File: config.mk
export PLATFORM = sky130hd
export DESIGN_NAME = parking_gate_ctrl
export DESIGN_NICKNAME = d
export VERILOG_FILES = /design/src/rtl/pgate_pkg.sv /design/src/rtl/pgate_edge.sv /design/src/rtl/pgate_occupancy.sv /design/src/rtl/pgate_hold_timer.sv /design/src/rtl/parking_gate_ctrl.sv
export SDC_FILE = /design/constraint.sdc
export NUM_CORES = 1
export LEC_CHECK = 0
export CORE_AREA = 2 2 82 84
export CTS_BUF_LIST = sky130_fd_sc_hd__clkbuf_8
export DETAILED_ROUTE_END_ITERATION = 6
export DIE_AREA = 0 0 84 86
export DONT_BUFFER_PORTS = 1
export SYNTH_ARGS = -nofsm -noshare
export SYNTH_HDL_FRONTEND = slang
export SYNTH_SLANG_ARGS = --single-unit
File: constraint.sdc
create_clock -name clk -period 6.3 [get_ports clk]
set_clock_uncertainty 0.2 [all_clocks]
set_input_delay 1.26 -clock clk [delete_from_list [all_inputs] [get_ports clk]]
set_output_delay 1.26 -clock clk [all_outputs]
set_load 0.01 [all_outputs]
File: src/rtl/pgate_pkg.sv
package pgate_pkg;

  // Edge-detected request lines entering the controller
  typedef struct packed {
    logic enter;
    logic leave;
  } pgate_evt_t;

  localparam int unsigned EVT_W = $bits(pgate_evt_t);

endpackage

File: src/rtl/pgate_edge.sv
module pgate_edge #(
  parameter int unsigned W = 2
) (
  input  logic         clk,
  input  logic         rst,
  input  logic [W-1:0] lvl_i,
  output logic [W-1:0] rise_o
);

  logic [W-1:0] lvl_q;

  for (genvar g = 0; g < W; g++) begin : g_bit
    always_ff @(posedge clk) begin
      if (rst) lvl_q[g] <= 1'b0;
      else     lvl_q[g] <= lvl_i[g];
    end
    assign rise_o[g] = lvl_i[g] & ~lvl_q[g];


    single_event_chk: assert property (@(posedge clk) disable iff (rst)
      rise_o[g] |=> !rise_o[g]);
  end

endmodule

File: src/rtl/pgate_occupancy.sv
module pgate_occupancy #(
  parameter int unsigned CAPACITY = 99,
  localparam int unsigned CNT_W   = $clog2(CAPACITY + 1)
) (
  input  logic             clk,
  input  logic             rst,
  input  logic             enter_req,
  input  logic             leave_req,
  output logic             admit_o,
  output logic [CNT_W-1:0] count_o,
  output logic             full_o
);

  localparam logic [CNT_W-1:0] CAP_C = CNT_W'(CAPACITY);

  logic [CNT_W-1:0] count_q, count_d;
  logic             full_q;
  logic             dec_ok;

  // Entry refused at capacity; an exit at zero only counts if an admission
  // in the same cycle offsets it.
  assign admit_o = enter_req & ~full_q;
  assign dec_ok  = leave_req & ((count_q != '0) | admit_o);

  always_comb begin
    count_d = count_q + CNT_W'(admit_o) - CNT_W'(dec_ok);
  end

  always_ff @(posedge clk) begin
    if (rst) begin
      count_q <= '0;
      full_q  <= 1'b0;
    end else begin
      count_q <= count_d;
      full_q  <= (count_d == CAP_C);
    end
  end

  assign count_o = count_q;
  assign full_o  = full_q;


  enter_count_chk: assert property (@(posedge clk) disable iff (rst)
    (admit_o && !leave_req) |=> (count_o == $past(count_o) + 1'b1));

  floor_hold_chk: assert property (@(posedge clk) disable iff (rst)
    (count_o == '0 && !enter_req) |=> (count_o == '0));

  full_block_chk: assert property (@(posedge clk) disable iff (rst)
    (full_o && !leave_req) |=> (count_o == $past(count_o)));

  full_flag_chk: assert property (@(posedge clk) disable iff (rst)
    full_o == (count_o == CAP_C));

  no_overflow_chk: assert property (@(posedge clk) disable iff (rst)
    count_o <= CAP_C);

endmodule

File: src/rtl/pgate_hold_timer.sv
module pgate_hold_timer #(
  parameter int unsigned HOLD_CYCLES = 500_000_000,
  localparam int unsigned TW         = $clog2(HOLD_CYCLES + 1)
) (
  input  logic clk,
  input  logic rst,
  input  logic start_i,
  output logic open_o,
  output logic expire_o
);

  localparam logic [TW-1:0] TERM_C = TW'(HOLD_CYCLES);

  logic [TW-1:0] cnt_q;
  logic          open_q, exp_q;

  always_ff @(posedge clk) begin
    if (rst) begin
      cnt_q  <= '0;
      open_q <= 1'b0;
      exp_q  <= 1'b0;
    end else begin
      exp_q <= 1'b0;
      if (start_i) begin
        open_q <= 1'b1;
        cnt_q  <= TW'(1);
      end else if (open_q) begin
        if (cnt_q == TERM_C) begin
          open_q <= 1'b0;
          cnt_q  <= '0;
          exp_q  <= 1'b1;
        end else begin
          cnt_q <= cnt_q + 1'b1;
        end
      end
    end
  end

  assign open_o   = open_q;
  assign expire_o = exp_q;


  expire_closed_chk: assert property (@(posedge clk) disable iff (rst)
    expire_o |-> !open_o);

  expire_pulse_chk: assert property (@(posedge clk) disable iff (rst)
    expire_o |=> !expire_o);

  restart_open_chk: assert property (@(posedge clk) disable iff (rst)
    start_i |=> (open_o && !expire_o));

  counter_bound_chk: assert property (@(posedge clk) disable iff (rst)
    cnt_q <= TERM_C);

endmodule

File: src/rtl/parking_gate_ctrl.sv
module parking_gate_ctrl
  import pgate_pkg::*;
#(
  parameter int unsigned HOLD_CYCLES = 500_000_000,
  parameter int unsigned CAPACITY    = 99,
  localparam int unsigned CNT_W      = $clog2(CAPACITY + 1)
) (
  input  logic             clk,
  input  logic             rst,
  input  logic             card_ok_i,
  input  logic             exit_seen_i,
  output logic             barrier_open_o,
  output logic             hold_done_o,
  output logic [CNT_W-1:0] occupancy_o,
  output logic             lot_full_o
);

  pgate_evt_t lvl, evt;
  logic       admit;

  assign lvl.enter = card_ok_i;
  assign lvl.leave = exit_seen_i;

  pgate_edge #(.W(EVT_W)) u_edge (
    .clk    (clk),
    .rst    (rst),
    .lvl_i  (lvl),
    .rise_o (evt)
  );

  pgate_occupancy #(.CAPACITY(CAPACITY)) u_occ (
    .clk       (clk),
    .rst       (rst),
    .enter_req (evt.enter),
    .leave_req (evt.leave),
    .admit_o   (admit),
    .count_o   (occupancy_o),
    .full_o    (lot_full_o)
  );

  pgate_hold_timer #(.HOLD_CYCLES(HOLD_CYCLES)) u_timer (
    .clk      (clk),
    .rst      (rst),
    .start_i  (admit),
    .open_o   (barrier_open_o),
    .expire_o (hold_done_o)
  );


  refused_stays_chk: assert property (@(posedge clk) disable iff (rst)
    (lot_full_o && evt.enter && !barrier_open_o) |=> !barrier_open_o);

  reset_state_chk: assert property (@(posedge clk)
    rst |=> (!barrier_open_o && !hold_done_o && occupancy_o == '0 && !lot_full_o));

endmodule

==> impl_metrics.ini <==
[run_status]
status = finished clean

[clock_tree]
clk_path_buf_depth = 2
cts-hold-fix-buffers = 0
post-cts-setup-buffer-count = 0
clock-root-buffer = clkbuf_8
post_cts_resized = 0
cts.sinks = 41
cts_made_buffers = 5
cts.reportedPaths.clkPinSlew_ns = 0.08
htree_num_levels = 2
clk_latency_ns = 0.29
cts_tree = done

[layout]
layoutNonFillerInstCount = 318
syn_to_final_growth_pct = 6.69
final_area_um2 = 2290
fillerInstances = 653
layout.nets = 256
multi_input_area_um2 = 1240
drive_gt1_share_pct = 7.47
layout.area.seq_um2 = 821
diodes = 0

[critical_path]
cp.required_ns = 6.31
worstPathArrival_ns = 3.40
cpPeakStageDelay_ns = 0.44
startpoint_type = input pin
timing.rr.start = u_occ.count_o[4]
cp_slowest_cell = fa_1
worstSetupPathType = input pin to flop
crit_fanout = 5
crit_path_frequent_cell = ha_1
worstPathCellList = nand2_1 -> a311oi_1 -> ha_1 -> inv_1 -> ha_1 -> fa_1 -> a211o_1 -> a31oi_1 -> o21bai_1 -> xnor2_1 -> nor4_1
end_kind = flop
startpoint = card_ok_i

[flow_run]
max_cap_viol_count = 0

[synth]
synth_top_cell_by_area = dfxtp_1
synth_nets = 255
syn_area_um2 = 2150
syn_area_per_cell_um2 = 8.99
dominantRegCellSynth = dfxtp_1
synthTopCellsByArea = dfxtp_1 (38%), xor2_1 (8.1%), nor2_1 (6.6%)
synth_top_area_share_pct = 38.2
synth_most_common_cell = dfxtp_1
yosys_register_bits = 41
syn-instance-count = 239
ys_types = 45
ys_seq_area_share_pct = 38.2
ys_warn_count = 0
synth_commonest_cells = dfxtp_1 (41), nor2_1 (38), xor2_1 (20), nand2_1 (16), nand3_1 (14)
synth_edf_count = 0
synth-async-reset-ratio_pct = 0

[route]
routed_via_density = 5.08
vias = 1615
wl_mm = 4.09
routedWlPerCell_um = 12.8
drt_pre_antenna_iters = 4
drtAntennaViolNets = 0
drtIter0Drc = 59
remaining_drc_errors = 0

[sta]
finalHoldViolCount = 0
fin_setup_tns_ns = 0
finalCriticalPeriod_ns = 3.39
rsz0062_at_grt = false
drv_slew = 0
period_share_pct = 53.8
setup_violations = 0
worstMarginPinSlew_ns = 0.712
max_freq_ghz = 0.295
relSlewSlack_pct = 52.2

[die]
io_pins = 14
num_rows = 29
die_h_um = 86
start_util_pct = 34.2
die_w_um = 84
fp.dieArea_um2 = 7220
design.core.area_um2 = 6280

[pwr]
leakagePower_nw = 0.845
power_density_nw_per_um2 = 309
p_int_mw = 0.465
comb_power_share_pct = 32.1
swShare_pct = 34.4
power_switching_mw = 0.244
ir_worst_vdd_mv = 0.254
clockPowerShare_pct = 23.9
power_frac_seq_pct = 44.0
p_total_mw = 0.709

[grt]
grt_start_max_net_pins = 26
grt_usage_pct = 12.0
antenna_found_initial = 0
grt_pass1_vias = 1526
grt_pass1_wl_mm = 7.09
gr-total-overflow = 0

[placed_design]
portBuffers = 0
dpl.hpwl_mm = 2.96
place_congestion = 0.774
post-place-cells = 310
placed_cell_area_um2 = 2210

[worst_hold_path]
min_from = u_timer.cnt_q[1]
hp-class = flop to flop
-- layout make-up --
class,instances,area share (%)
clock buffers,5,3.00
inverters,12,1.96
well taps,77,4.20
multi-input cells,180,54.2
clock inverters,3,0.818
flip-flops and latches,41,35.8
-- routing by layer --
| metal | routed length, µm | vias up | GRT usage, % |
|---|---|---|---|
| li1 | - | 829 | - |
| met2 | 1870 | 18 | 19.1 |
| met4 | 32 | 0 | 3.81 |
| met1 | 2020 | 764 | 15.8 |
| met5 | 0 | - | 0 |
| met3 | 161 | 4 | 3.46 |
-- state kept, by name, summed over array words and instances (netlist names) --
signal            count
u_timer.expire_o      1
u_occ.full_o          1
u_timer.cnt_q        29
u_timer.open_o        1
u_occ.count_o         7
u_edge.lvl_q          2
-- cells in the final DEF, fill, tap and decap left out, types with 3 or more instances in the layout --
master,netlist,final
nand4_1,11,11
nor3_1,4,4
inv_1,12,13
nand3_1,14,14
xnor2_1,11,11
and3_1,3,3
ha_1,11,11
dfxtp_1,41,41
nor2b_1,5,5
a21oi_1,6,6
clkbuf_8,0,5
nand2_1,16,16
xor2_1,20,20
nor2_1,38,38
nor4_1,3,3
nand2b_1,4,4
-- power by group through the flow --
stage	clock, mW	combinational, mW	sequential (mW)
finish	0.169	0.228	0.312
global route	0.188	0.262	0.316
CTS	0.178	0.229	0.313
detailed placement	0	0.226	0.319
global placement	0	0.228	0.319
floorplan	0	0.197	0.310
-- stage by stage --
| stage | worst slack [ns] | hold slack (ns) | utilization (%) |
|---|---|---|---|
| after floorplan | 2.79 | 0.272 | - |
| after global placement | 2.68 | 0.290 | 35.1 |
| after detailed placement | 2.61 | 0.299 | 35.1 |
| after CTS | 2.91 | 0.314 | 36.5 |
| after global routing | 2.76 | 0.346 | 36.5 |
| final | 2.91 | 0.315 | 36.5 |
-- critical path: cells and delay by family --
kind | cells | cell delay [ns]
buffers and inverters | 1 | 0.04
AND/OR/NAND/NOR | 2 | 0.31
XOR/XNOR | 1 | 0.14
AO/OA/AOI/OAI | 4 | 0.83
adder cells (fa/ha/maj) | 3 | 0.81
-- cells by family after synthesis --
family / after synthesis / share of synthesized area [%]
XOR/XNOR: 31 / 12.6
buffers and inverters: 18 / 3.96
AND/OR/NAND/NOR: 120 / 32.7
AO/OA/AOI/OAI: 17 / 5.24
flip-flops: 41 / 38.2
adder cells (fa/ha/maj): 12 / 7.33
-- path summary, 6_finish.rpt --
kind | end | slack (ns) | depth (start not counted)
min | u_timer.cnt_q[1] | 0.32 | 2
min reg2reg | u_timer.cnt_q[1] | 0.32 | 2
max | u_occ.full_o | 2.91 | 11
max reg2reg | u_occ.full_o | 3.16 | 14
No activity file was read; power rests on OpenSTA's default activity.
